## src/rtl/rxq_pkg.sv

```systemverilog
package rxq_pkg;
  // Count after one cycle, applying pop before push.
  function automatic int unsigned rxq_next_count(int unsigned cnt, bit push, bit pop,
                                                 int unsigned depth);
    int unsigned base;
    base = pop ? cnt - 1 : cnt;
    if (push) base = (base >= depth) ? depth : base + 1;
    return base;
  endfunction

  // Slot written by a push, after the optional pop has shifted the queue.
  function automatic int unsigned rxq_write_slot(int unsigned cnt, bit pop,
                                                 int unsigned depth);
    int unsigned base;
    base = pop ? cnt - 1 : cnt;
    return (base >= depth) ? depth - 1 : base;
  endfunction
endpackage

```

## src/rtl/rxq_store.sv

```systemverilog
module rxq_store #(
  parameter int DATA_W = 8,
  parameter int DEPTH  = 4,
  parameter int CNT_W  = $clog2(DEPTH + 1)
) (
  input  logic              clk,
  input  logic              rst_n,
  input  logic              flush,
  input  logic              push,
  input  logic              pop_req,
  input  logic [DATA_W-1:0] din,
  output logic [DATA_W-1:0] dout,
  output logic [CNT_W-1:0]  cnt,
  output logic              pop_ok
);
  import rxq_pkg::*;
  localparam logic [CNT_W-1:0] FULL_CNT = CNT_W'(DEPTH);

  logic [DATA_W-1:0] slot_q [DEPTH];
  logic [DATA_W-1:0] slot_n [DEPTH];
  int unsigned       wr_idx;

  assign pop_ok = pop_req && (cnt != '0);
  assign dout   = (cnt != '0) ? slot_q[0] : '0;
  assign wr_idx = rxq_write_slot(int'(cnt), pop_ok, DEPTH);

  always_comb begin
    for (int i = 0; i < DEPTH; i++) slot_n[i] = slot_q[i];
    if (pop_ok)
      for (int i = 0; i < DEPTH - 1; i++) slot_n[i] = slot_q[i + 1];
    if (push)
      for (int i = 0; i < DEPTH; i++)
        if (wr_idx == i) slot_n[i] = din;
  end

  always_ff @(posedge clk or negedge rst_n) begin
    if (!rst_n) begin
      cnt <= '0;
      for (int i = 0; i < DEPTH; i++) slot_q[i] <= '0;
    end else if (flush) begin
      cnt <= '0;
    end else begin
      cnt <= CNT_W'(rxq_next_count(int'(cnt), push, pop_ok, DEPTH));
      for (int i = 0; i < DEPTH; i++) slot_q[i] <= slot_n[i];
    end
  end

  a_r1_count_bound: assert property (@(posedge clk) disable iff (!rst_n)
    cnt <= FULL_CNT);
  a_r2_empty_pop_holds: assert property (@(posedge clk) disable iff (!rst_n)
    (pop_req && cnt == '0 && !push && !flush) |=> (cnt == '0));
  a_r5_full_push_holds: assert property (@(posedge clk) disable iff (!rst_n)
    (push && !pop_req && cnt == FULL_CNT && !flush) |=> (cnt == FULL_CNT));
  a_r9_flush_empties: assert property (@(posedge clk) disable iff (!rst_n)
    flush |=> (cnt == '0));
  a_r10_pushpop_keeps: assert property (@(posedge clk) disable iff (!rst_n)
    (push && pop_ok && !flush) |=> (cnt == $past(cnt)));
endmodule

```

## src/rtl/rxq_flags.sv

```systemverilog
module rxq_flags #(
  parameter int DEPTH = 4,
  parameter int CNT_W = $clog2(DEPTH + 1)
) (
  input  logic             clk,
  input  logic             rst_n,
  input  logic             flush,
  input  logic             push,
  input  logic             pop_ok,
  input  logic [CNT_W-1:0] cnt,
  input  logic             brk_evt,
  input  logic             brk_clr,
  input  logic             rx_en,
  output logic             rdy_q,
  output logic             full_q,
  output logic             brk_q,
  output logic             accept
);
  localparam logic [CNT_W-1:0] FULL_CNT = CNT_W'(DEPTH);
  localparam logic [CNT_W-1:0] LAST_CNT = CNT_W'(DEPTH - 1);
  localparam logic [CNT_W-1:0] ONE_CNT  = CNT_W'(1);

  logic [CNT_W-1:0] base_cnt;
  assign base_cnt = pop_ok ? cnt - ONE_CNT : cnt;
  assign accept   = rx_en && !full_q;

  always_ff @(posedge clk or negedge rst_n) begin
    if (!rst_n) begin
      rdy_q  <= 1'b0;
      full_q <= 1'b0;
    end else if (flush) begin
      rdy_q  <= 1'b0;
      full_q <= 1'b0;
    end else if (push) begin
      rdy_q  <= 1'b1;
      full_q <= (base_cnt >= LAST_CNT);
    end else if (pop_ok) begin
      full_q <= 1'b0;
      if (cnt == ONE_CNT) rdy_q <= 1'b0;
    end
  end

  always_ff @(posedge clk or negedge rst_n) begin
    if (!rst_n)        brk_q <= 1'b0;
    else if (brk_evt)  brk_q <= 1'b1;
    else if (brk_clr)  brk_q <= 1'b0;
  end

  a_r3_full_tracks: assert property (@(posedge clk) disable iff (!rst_n)
    full_q == (cnt == FULL_CNT));
  a_r4_ready_tracks: assert property (@(posedge clk) disable iff (!rst_n)
    rdy_q == (cnt != '0));
  a_r6_break_sets: assert property (@(posedge clk) disable iff (!rst_n)
    brk_evt |=> brk_q);
  a_r7_break_sticky: assert property (@(posedge clk) disable iff (!rst_n)
    (brk_q && !brk_clr) |=> brk_q);
endmodule

```

## src/rtl/rx_break_fifo.sv

```systemverilog
module rx_break_fifo #(
  parameter int DATA_W = 8,
  parameter int DEPTH  = 4
) (
  input  logic              clk,
  input  logic              rst_n,
  input  logic              rx_en,
  input  logic              flush,
  input  logic              brk_clr,
  input  logic              in_valid,
  input  logic [DATA_W-1:0] in_data,
  input  logic              brk_evt,
  input  logic              rd_pop,
  output logic [DATA_W-1:0] rd_data,
  output logic              rx_ready_flag,
  output logic              full_flag,
  output logic              brk_flag,
  output logic              accept
);
  localparam int CNT_W = $clog2(DEPTH + 1);

  logic              push_any;
  logic [DATA_W-1:0] push_byte;
  logic              pop_ok;
  logic [CNT_W-1:0]  held;

  // A break wins over a byte in the same cycle and is stored as zero.
  assign push_any  = in_valid || brk_evt;
  assign push_byte = brk_evt ? '0 : in_data;

  rxq_store #(.DATA_W(DATA_W), .DEPTH(DEPTH), .CNT_W(CNT_W)) u_store (
    .clk(clk), .rst_n(rst_n), .flush(flush), .push(push_any), .pop_req(rd_pop),
    .din(push_byte), .dout(rd_data), .cnt(held), .pop_ok(pop_ok)
  );

  rxq_flags #(.DEPTH(DEPTH), .CNT_W(CNT_W)) u_flags (
    .clk(clk), .rst_n(rst_n), .flush(flush), .push(push_any), .pop_ok(pop_ok),
    .cnt(held), .brk_evt(brk_evt), .brk_clr(brk_clr), .rx_en(rx_en),
    .rdy_q(rx_ready_flag), .full_q(full_flag), .brk_q(brk_flag), .accept(accept)
  );

  a_r8_accept_gate: assert property (@(posedge clk) disable iff (!rst_n)
    (accept && rx_en && !full_flag) || (!accept && (!rx_en || full_flag)));
  a_r2_empty_reads_zero: assert property (@(posedge clk) disable iff (!rst_n)
    !rx_ready_flag |-> (rd_data == '0));
endmodule

```

## config.mk

```make
export PLATFORM = sky130hd
export DESIGN_NAME = rx_break_fifo
export DESIGN_NICKNAME = d
export VERILOG_FILES = /design/src/rtl/rxq_pkg.sv /design/src/rtl/rxq_store.sv /design/src/rtl/rxq_flags.sv /design/src/rtl/rx_break_fifo.sv
export SDC_FILE = /design/constraint.sdc
export NUM_CORES = 1
export LEC_CHECK = 0
export ABC_AREA = 1
export ABC_CLOCK_PERIOD_IN_PS = 2100
export BUFFER_PORTS_ARGS = -buffer_cell sky130_fd_sc_hd__buf_2
export CAP_MARGIN = 20
export CORE_ASPECT_RATIO = 0.75
export CORE_MARGIN = 5
export CORE_UTILIZATION = 44
export CTS_CLUSTER_DIAMETER = 200
export DETAILED_ROUTE_END_ITERATION = 7
export PLACE_DENSITY = 0.67
export SETUP_SLACK_MARGIN = 0.05
export SLEW_MARGIN = 10
export SYNTH_ARGS = -nofsm -noshare
export SYNTH_HDL_FRONTEND = slang
export SYNTH_SLANG_ARGS = --single-unit
```

## constraint.sdc

```tcl
create_clock -name clk -period 2.1 [get_ports clk]
set_input_delay 0.42 -clock clk [delete_from_list [all_inputs] [get_ports clk]]
set_output_delay 0.42 -clock clk [all_outputs]
set_load 0.005 [all_outputs]
```

==> results of run 1 <==
[registers in the layout, indices dropped and copies added, names as in the netlist]
name,flops
u_flags.brk_q,1
u_flags.full_q,1
u_flags.rdy_q,1
u_store.cnt,3
u_store.slot_q,32
[per-stage QoR]
stage                     area, µm²  worst slack [ps]  utilization, %  hold slack [ps]
final                          2813             174.3           51.71            169.7
after CTS                      2791             55.06           51.32            190.9
after global routing           2813             68.96           51.71            208.1
after global placement         2688             142.9           49.41            458.8
after floorplan                2500             103.0               -            124.4
after detailed placement       2688             58.86           49.41            462.1
[repair_timing]
action                                  CTS  global route
setup buffers                             0             1
endpoints found under the setup margin   12            33
endpoints found under the hold margin     0             0
gates resized for setup                   2             5
hold buffers                              0             0
pin swaps                                 0             1
[per-layer routing]
metal  track usage [%]  vias to the layer above  wire length, µm
met3             3.889                        4              544
li1                  -                     1148                -
met4             4.206                        0               40
met1             28.15                     1018             3098
met5                 0                        -                0
met2             25.38                       80             2434
[cells by family after synthesis]
kind of cell | Yosys count
AO/OA/AOI/OAI | 37
adder cells (fa/ha/maj) | 5
buffers and inverters | 45
flip-flops | 38
multiplexers | 4
AND/OR/NAND/NOR | 204
[how the worst max path moves through the flow]
| stage | startpoint | endpoint | slack, ps | cells past startpoint |
|---|---|---|---|---|
| final | u_store.cnt[1] | rd_data[6] | 170 | 7 |
| after global routing | u_store.cnt[1] | rd_data[3] | 70 | 7 |
| after CTS | u_store.cnt[1] | rd_data[6] | 60 | 7 |
| after detailed placement | u_store.cnt[1] | u_store.slot_q[3] | 60 | 9 |
| after global placement | u_store.cnt[1] | u_store.cnt[2] | 140 | 11 |
| after floorplan | u_store.cnt[0] | u_store.cnt[2] | 100 | 12 |
[critical path: stages (launching register included)]
cell and delay [ps]:
dfrtp_1 410, inv_2 120, ha_4 170, inv_2 40
nor2_2 160, buf_6 160, nor2_1 40, buf_2 120
[placed cells by master (no fill, tap or decap)]
| cell | count |
|---|---|
| nand3b_1 | 1 |
| o22ai_1 | 1 |
| inv_2 | 4 |
| buf_12 | 1 |
| nand2_2 | 5 |
| inv_1 | 23 |
| o21ai_0 | 30 |
| nor2_4 | 2 |
| nand2_1 | 111 |
| a32o_1 | 1 |
| clkinv_1 | 2 |
| clkinv_2 | 1 |
| nor2_2 | 2 |
| nor2_1 | 17 |
| nor2_8 | 3 |
| ha_1 | 4 |
| buf_6 | 1 |
| clkbuf_8 | 6 |
| nand4_1 | 17 |
| o21ai_1 | 1 |
| ha_4 | 1 |
| nand3_4 | 2 |
| o211ai_1 | 2 |
| buf_4 | 8 |
| clkbuf_1 | 1 |
| nand2_4 | 8 |
| buf_2 | 27 |
| a21oi_1 | 1 |
| a22o_1 | 1 |
| nand3_1 | 36 |
| dfrtp_1 | 38 |
| mux2i_1 | 4 |
[power breakdown]
group / internal [µW] / switching, µW / leakage, µW / total (µW)
Clock: 265 / 266 / 0.0000482 / 531
Combinational: 1140 / 1870 / 0.000985 / 3010
Sequential: 1060 / 215 / 0.000479 / 1280
Total: 2470 / 2350 / 0.00151 / 4820
[area by class of cell]
type,instances,area share [%]
Timing Repair Buffer,37,8.052
Clock inverter,1,0.1779
Sequential cell,38,33.81
Multi-Input combinational cell,250,47.69
Inverter,29,3.870
Clock buffer,7,3.069
Tap cell,75,3.336
==> results_dict.tcl, run 1 <==
set metrics [dict create \
    critPathMaxFanout 8 \
    initial_core_util_pct 45.96 \
    clock_latency_ps 290 \
    synth_top_family_by_area "simple AND/OR/NAND/NOR gates" \
    synth_flop_cell "dfrtp_1" \
    cts_tree "yes" \
    finalPower_uw 4824 \
    numCtsBuffers 5 \
    power_density_mw_per_mm2 1715 \
    coreArea_mm2 0.005439 \
    overflow 0 \
    die_h_um 75.28 \
    grt_pass1_wl_um 10650 \
    final_antenna_net_count 0 \
    place.gp.congestion 0.8043 \
    max_freq_ghz 0.5193 \
    hold_violations 0 \
    status "complete, no violations" \
    worst_slew_pin_slew_ps 499.4 \
    min_period_ps 1926 \
    syn_area_mm2 0.002500 \
    setup_violations 0 \
    placedCellCount 428 \
    clock_path_buffers 2 \
    cap_violations 0 \
    hold_path_class "primary input to asynchronous set/reset pin" \
    first_pass_iters 4 \
    die_w_um 97.04 \
    diodes 0 \
    cp.arrival_ps 1510 \
    min_period_over_period_pct 91.70 \
    nets 382 \
    multi_input_area_mm2 0.001341 \
    grt_pass1_vias 2131 \
    ys_types 28 \
    drc 0 \
    track_usage_pct 18.08 \
    wl_per_cell_um 14.00 \
    fin_setup_tns_ps 0 \
    synth_top_area_share_pct 38.04 \
    r2r_end "u_store.cnt[2]" \
    cts-root-buf "clkbuf_8" \
    grt_max_degree 39 \
    rrSetupSlack_ps 210 \
    via_per_inst 5.149 \
    seq_area_um2 950.9 \
    ir_worst_vdd_mv 0.5210 \
    synth_edf_count 0 \
    rr_startpoint "u_store.cnt[1]" \
    htree_levels 2 \
    end_kind "output pin" \
    cts.clk_slew.worst_paths_ps 80 \
    fin_skew_ps 8.712 \
    critical_path_class "flop to output pin" \
    crit_required_ps 1680 \
    wl_um 6119 \
    fp-row-count 23 \
    nFillCells 556 \
    syn_nets 354 \
    relSlewSlack_pct 66.71 \
    synth_fa_ha_area_share_pct 2.503 \
    ios 28 \
    dp.final_hpwl_um 4363 \
    slew_viol_final 0 \
    antenna_found_initial 0 \
    synthMuxAreaShare_pct 1.602 \
    cts_sinks 38 \
    dieArea_mm2 0.007305 \
    rsz0062_at_grt "no" \
    ys_ff_latch 38 \
    async_flop_share_pct 100.0 \
    cp-start-kind "flop" \
    synthCells 333 \
    instances_no_fill 437 \
    drtIter0Drc 175 \
    yosys.cell_count.top_type "nand2_1" \
    yosysTopAreaCell "dfrtp_1" \
    portBuffers 27 \
    via_count 2250 \
    synth-seq-area-share_pct 38.04 \
    leakage_uw 0.001512 \
    synth_area_leaders "dfrtp_1 (38%), nand2_1 (17%), nand3_1 (7.2%)" \
    synth-compound-area-share_pct 8.008 \
    synthXorXnorAreaFrac_pct 0 \
    yosys.area_share.simple_pct 40.64 \
    r2r_cells 9 \
    drive_gt1_share_pct 19.61 \
    yosysWarningCount 0 \
    syn_to_final_growth_pct 12.51 \
    netlist_top_cells_count "nand2_1 (111), dfrtp_1 (38), nand3_1 (36)" \
    avgSynthCellArea_um2 7.507 \
]
Note: power is estimated with default switching activity, not from simulation.
==> inputs of run 2 (changes only) <==
--- a/config.mk
+++ b/config.mk
@@ -5,7 +5,6 @@
 export SDC_FILE = /design/constraint.sdc
 export NUM_CORES = 1
 export LEC_CHECK = 0
-export ABC_AREA = 1
 export ABC_CLOCK_PERIOD_IN_PS = 2100
 export BUFFER_PORTS_ARGS = -buffer_cell sky130_fd_sc_hd__buf_2
 export CAP_MARGIN = 20
@@ -14,7 +13,7 @@
 export CORE_UTILIZATION = 44
 export CTS_CLUSTER_DIAMETER = 200
 export DETAILED_ROUTE_END_ITERATION = 7
-export PLACE_DENSITY = 0.67
+export PLACE_DENSITY = 0.68
 export SETUP_SLACK_MARGIN = 0.05
 export SLEW_MARGIN = 10
 export SYNTH_ARGS = -nofsm -noshare
==> run 2 against run 1 <==
  * Sequential share of layout area is 2.0 points lower
  * Register-to-register slack worse by 190 ps
  * Global-route usage down 2.1 points
  * Count of clock-buffer cells in the layout fell by 1
  * Combinational power grew 9.0%
  * Clock power grew 19%
  * Cell area rose by 6.3%
  * Sequential power hardly changed
  * Critical path type is now flop to flop
==> results_dict.tcl, run 2 <==
set metrics [dict create \
    seq_area_um2 950.9 \
    clock_path_buffers 2 \
    final_antenna_net_count 0 \
    whs_ps 125.7 \
    finalPower_uw 5168 \
    cts_sinks 38 \
    coreArea_mm2 0.004927 \
    instances_no_fill 323 \
    track_usage_pct 16.00 \
    dp.final_hpwl_um 3747 \
    drtIter0Drc 66 \
    syn_to_final_growth_pct 32.93 \
    max_freq_ghz 0.4808 \
    dieArea_mm2 0.006658 \
    synth_top_area_share_pct 42.27 \
    netlist_top_cells_count "dfrtp_1 (38), inv_1 (28), a211oi_1 (24)" \
    ys_ff_latch 38 \
    fin_skew_ps 7.931 \
    swShare_pct 41.13 \
    p_int_uw 3042 \
    cp-start-kind "flop" \
    wl_per_cell_um 16.43 \
    synth_edf_count 0 \
    layout_commonest_cell "dfrtp_1" \
    cp.arrival_ps 2270 \
    p_sw_uw 2126 \
    hold_violations 0 \
    overflow 0 \
    setup_violations 0 \
    final_cell_mix "dfrtp_1 (38), buf_2 (27), inv_1 (26)" \
    nets 284 \
    path_common_cell "buf_6" \
    wl_um 5308 \
    end_kind "flop" \
    multi_input_area_mm2 0.001383 \
    via_count 1789 \
    placedCellCount 307 \
    via_per_inst 5.539 \
    async_flop_share_pct 100.0 \
    diodes 0 \
    place.gp.congestion 0.7792 \
    grt_max_degree 26 \
    critical-path-slowest-cell "dfrtp_1" \
    crit_chain "inv_2, ha_4, buf_6, nor2b_4, or3_4, buf_6, a21oi_4, buf_6, a211oi_1, a221oi_1" \
    drc 0 \
    power_density_mw_per_mm2 1728 \
    reg_top3 "u_store.slot_q: 32 flops, u_store.cnt: 3 flops" \
    first_pass_iters 4 \
    cts-root-buf "clkbuf_8" \
    avgSynthCellArea_um2 10.32 \
    cts.clk_slew.worst_paths_ps 80 \
    drive_gt1_share_pct 47.53 \
    critical_path_class "flop to flop" \
    ir_worst_vdd_mv 0.7758 \
    status "complete, no violations" \
    ios 28 \
    cap_violations 0 \
    top_register "u_store.slot_q" \
    hold_path_class "primary input to asynchronous set/reset pin" \
    portBuffers 27 \
    initial_core_util_pct 45.66 \
    rsz0062_at_grt "yes" \
    power.share.combinational_pct 63.6 \
    die_w_um 92.57 \
    leakage_uw 0.001338 \
    critical_path.top_delay_family "buffers and inverters" \
    synthCells 218 \
    relSlewSlack_pct 60.84 \
    crit_required_ps 2290 \
    antenna_found_initial 0 \
    worst_slew_pin_slew_ps 587.4 \
    syn_nets 239 \
    slew_viol_final 0 \
    htree_levels 2 \
    yosys.cell_count.top_type "dfrtp_1" \
    nFillCells 418 \
    critPathMaxFanout 5 \
    cts_tree "yes" \
    slowest_delay_ps 390 \
    grt_pass1_wl_um 8431 \
    min_period_over_period_pct 99.03 \
    syn_area_mm2 0.002250 \
    synth_area_leaders "dfrtp_1 (42%), a211oi_1 (8.0%), a221oi_2 (6.7%)" \
    die_h_um 71.93 \
    ys_types 40 \
    clock_latency_ps 290 \
    grt_pass1_vias 1657 \
    clkPwrFrac_pct 12.3 \
    largest_reg_flops 32 \
    min_period_ps 2080 \
    yosysTopAreaCell "dfrtp_1" \
    fp-row-count 22 \
    yosysWarningCount 0 \
    synth-seq-area-share_pct 42.27 \
    p_seq_share_pct 24.2 \
    synth_flop_cell "dfrtp_1" \
    critPathBufInv 4 \
    numCtsBuffers 5 \
]
==> run 2: changes by cell type in the layout (fill, tap and decap cells not counted), sizes merged, moves of 9 or more <==
| cell | delta |
|---|---|
| nand2 | -119 |
| nand3 | -38 |
| o21ai | -30 |
| a211oi | +25 |
| a221oi | +24 |
| buf | +17 |
| nand4 | -17 |
| and2 | +12 |
| nor2b | +10 |
| a21oi | +9 |
| nor2 | -9 |
==> run 2: worst register-to-register path: cells and delay by family, from the launching register on <==
family / cells / cell delay [ps]
AOI/OAI and AO/OA: 3 / 500
buffers and inverters: 4 / 520
DFF: 1 / 390
and+or+nand+nor: 2 / 390
adders and majority gates: 1 / 170
==> run 2: area by class of cell <==
cell class	count	share of cell area, %
clock buffer	6	2.762
clock inverter	1	1.004
sequential	38	31.80
inverter	28	3.515
timing repair buffer	54	12.18
multi-input combinational	136	46.23
tap	60	2.510
==> run 2: path summary, 6_finish.rpt <==
check / startpoint / endpoint / slack (ps) / cells after the start
worst max-delay path: u_store.cnt[0] / u_store.slot_q[11] / 20 / 10
worst min-delay path: rst_n / u_store.slot_q[15] / 130 / 1
worst max register to register: u_store.cnt[0] / u_store.slot_q[11] / 20 / 10
worst min register to register: u_flags.brk_q / u_flags.brk_q / 490 / 1
max in group asynchronous: rst_n / u_store.slot_q[26] / 1440 / 2
min in group clk: brk_clr / u_flags.brk_q / 390 / 3
==> run 2: cells by family after synthesis <==
| kind of cell | count (synthesis) | synth area share (%) |
|---|---|---|
| buf+inv | 44 | 9.010 |
| mux | 8 | 4.005 |
| flops | 38 | 42.27 |
| fa+ha+maj | 5 | 2.781 |
| simple gates | 53 | 13.40 |
| compound gates | 69 | 28.14 |
| xor+xnor | 1 | 0.3894 |
==> run 2: power by group through the flow <==
stage	registers, µW	logic, µW	clock network [µW]
5_1_grt	1290	3580	672
4_1_cts	1240	2580	650
6_report	1250	3280	634
3_5_place_dp	1250	2470	0
3_3_place_gp	1230	2420	0
2_1_floorplan	1220	1920	0
==> run 2: metal layers <==
metal	vias to the layer above	wire length (µm)	track usage [%]
met4	0	101	4.448
li1	871	-	-
met5	-	0	0
met1	861	2801	25.23
met3	11	245	3.316
met2	46	2159	21.86
==> run 2: what timing repair did <==
action	in CTS	in global routing
hold buffers	0	0
gates resized for setup	9	48
cloned	0	1
pin swaps	5	10
endpoints found under the setup margin	33	34
buffers inserted	3	5
==> run 2: metrics by stage <==
stage / TNS (ps) / setup slack [ps] / util (%) / instance area [µm²]
6_report: 0 / 20.32 / 60.69 / 2990
3_5_place_dp: -1215 / -138.9 / 51.85 / 2555
4_1_cts: 0 / 37.65 / 55.13 / 2716
5_1_grt: -451.7 / -82.47 / 60.69 / 2990
3_3_place_gp: -263.7 / -43.49 / 51.85 / 2555
2_1_floorplan: 0 / 50.46 / - / 2311
==> inputs of run 3 (changes only) <==
--- a/config.mk
+++ b/config.mk
@@ -13,9 +13,11 @@
 export CORE_UTILIZATION = 44
 export CTS_CLUSTER_DIAMETER = 200
 export DETAILED_ROUTE_END_ITERATION = 7
-export PLACE_DENSITY = 0.68
+export HOLD_SLACK_MARGIN = 0.03
+export PLACE_DENSITY = 0.67
 export SETUP_SLACK_MARGIN = 0.05
 export SLEW_MARGIN = 10
 export SYNTH_ARGS = -nofsm -noshare
 export SYNTH_HDL_FRONTEND = slang
+export SYNTH_HIERARCHICAL = 1
 export SYNTH_SLANG_ARGS = --single-unit
==> run 3 against run 2 <==
  * Global-route usage rose by 0.19 points
  * Utilization fell by 6.3 points
  * Wire length rose by 5.0%
  * Count of clock-buffer cells in the layout did not move
  * Cell area rose by 3.7%
  * First-iteration DRC count rose by 94%
  * Final cell count rose by 15%
  * Hold slack got worse by 49 ps
  * Largest cell class unchanged
==> results_dict.tcl, run 3 <==
set metrics [dict create \
    ys_ff_latch 38 \
    hold_buffers 0 \
    wl_per_cell_um 14.94 \
    ys_types 44 \
    instances_no_fill 373 \
    die_w_um 97.69 \
    yosys.cell_count.top_type "nor2_1" \
    placedCellCount 359 \
    critical_path.top_delay_family "compound AO/OA/AOI/OAI gates" \
    coreArea_mm2 0.005705 \
    initial_core_util_pct 44.47 \
    critPathBufInv 3 \
    setup_violations 0 \
    syn_to_final_growth_pct 22.19 \
    diodes 0 \
    fin_skew_ps 4.376 \
    leakage_uw 0.001444 \
    synth_top_area_share_pct 37.48 \
    nets 315 \
    grt_pass1_wl_um 9508 \
    end_kind "flop" \
    grt_max_degree 25 \
    top_usage_layer "met2" \
    critical-path-slowest-cell "dfrtp_1" \
    wl_um 5572 \
    relSlewSlack_pct 69.11 \
    syn_area_mm2 0.002537 \
    hold_violations 0 \
    fin_setup_tns_ps 0 \
    cts.clk_slew.worst_paths_ps 70 \
    numCtsBuffers 5 \
    max_freq_ghz 0.5077 \
    top_register "u_store/slot_q" \
    crit_required_ps 2300 \
    clock_path_buffers 2 \
    syn_nets 272 \
    cap_violations 0 \
    reg_top3 "u_store/slot_q: 32 flops, u_store/cnt: 3 flops" \
    cp.arrival_ps 2170 \
    utilization_pct 54.34 \
    grt_use_met1_pct 23.84 \
    synth-seq-area-share_pct 37.48 \
    synth_area_leaders "dfrtp_1 (37%), a221oi_2 (14%), nor2_1 (5.9%)" \
    drc 0 \
    slew_viol_final 0 \
    synth_flop_cell "dfrtp_1" \
    netlist_top_cells_count "nor2_1 (40), dfrtp_1 (38), inv_1 (34)" \
    cts-root-buf "clkbuf_8" \
    hold_path_class "primary input to asynchronous set/reset pin" \
    ios 28 \
    antenna_found_initial 0 \
    ir_worst_vdd_mv 0.5387 \
    track_usage_pct 16.20 \
    critical_path_class "flop to flop" \
    htree_levels 2 \
    first_pass_iters 4 \
    drtIter0Drc 128 \
    place.gp.congestion 0.7737 \
    cp-start-kind "flop" \
    clock_latency_ps 290 \
    power_density_mw_per_mm2 1572 \
    crit_chain "inv_4, ha_4, nor2b_4, nand2b_4, a211oi_4, buf_4, a21oi_4, buf_12, a221oi_2" \
    finalPower_uw 4874 \
    min_period_ps 1970 \
    min_period_over_period_pct 93.80 \
    largest_reg_flops 32 \
    yosysWarningCount 6 \
    cts_tree "yes" \
    fp-row-count 24 \
    overflow 0 \
    via_count 1882 \
    status "complete, no violations" \
    cts_sinks 38 \
    yosysTopAreaCell "dfrtp_1" \
    layout_commonest_cell "nor2_1" \
    via_per_inst 5.046 \
    dieArea_mm2 0.007401 \
    async_flop_share_pct 100.0 \
    final_antenna_net_count 0 \
    grt_use_met3_pct 3.934 \
    critPathMaxFanout 8 \
    worst_slew_pin_slew_ps 463.3 \
    synthCells 251 \
    whs_ps 76.91 \
    die_h_um 75.77 \
    drive_gt1_share_pct 46.44 \
    portBuffers 27 \
    grt_pass1_vias 1835 \
    synth_edf_count 0 \
    dp.final_hpwl_um 4184 \
    slowest_delay_ps 390 \
    avgSynthCellArea_um2 10.11 \
    met2_usage_pct 24.22 \
    final_cell_mix "nor2_1 (39), dfrtp_1 (36), inv_1 (32)" \
    rsz0062_at_grt "yes" \
]
## run 3: metrics by stage
| stage | area (µm²) | worst slack [ps] |
|---|---|---|
| 2_1_floorplan | 2605 | 53.85 |
| 3_3_place_gp | 2879 | 4.329 |
| 3_5_place_dp | 2879 | -86.08 |
| 4_1_cts | 3003 | 62.74 |
| 5_1_grt | 3100 | 42.12 |
| 6_report | 3100 | 130.1 |
## run 3: power by group
part / internal, µW / switching, µW
combinational: 1490 / 1590
sequential: 1070 / 199
clock: 264 / 263
## run 3: logic make-up after synthesis
family | Yosys count | share of synthesized area, %
multiplexers | 8 | 4.734
AO/OA/AOI/OAI | 47 | 22.39
XOR/XNOR | 2 | 0.6905
AND/OR/NAND/NOR | 103 | 23.37
buffers and inverters | 48 | 8.876
flip-flops | 38 | 37.48
adder cells (fa/ha/maj) | 5 | 2.465
## run 3: worst paths after layout
check,start,endpoint,slack [ps],cells after the start
max,u_store/cnt[0],u_store/slot_q[22],130,9
min,rst_n,u_store/slot_q[30],80,1
max reg2reg,u_store/cnt[0],u_store/slot_q[22],130,9
min reg2reg,u_flags/brk_q,u_flags/brk_q,520,1
max in group asynchronous,rst_n,u_flags/rdy_q,1500,2
min in group clk,brk_clr,u_flags/brk_q,400,3
## run 3: worst reg2reg max path: stages (launching register included)
cell,delay (ps)
dfrtp_1,390
inv_4,60
ha_4,170
nor2b_4,140
nand2b_4,190
a211oi_4,280
buf_4,170
a21oi_4,60
buf_12,160
a221oi_2,250
## run 3: cell type report
cell class | instances | area, µm²
sequential | 38 | 953.4
clock buffer | 6 | 82.58
fill | 545 | 2605
inverter | 34 | 130.1
tap | 78 | 97.59
clock inverter | 2 | 12.51
timing repair buffer | 50 | 369.1
multi-input combinational | 165 | 1455
## run 3: repair_timing
action / in CTS / in global routing
endpoints found under the setup margin: 24 / 41
gates resized for setup: 4 / 11
buffers inserted: 2 / 4
gates cloned: 0 / 0
pin swaps: 1 / 6
## run 3: per-layer routing
layer	routed length, µm	share of wire, %	vias up
li1	-	-	957
met1	2862	51	862
met2	2241	40	58
met3	414	7.4	5
met4	54	0.97	0
met5	0	0	-
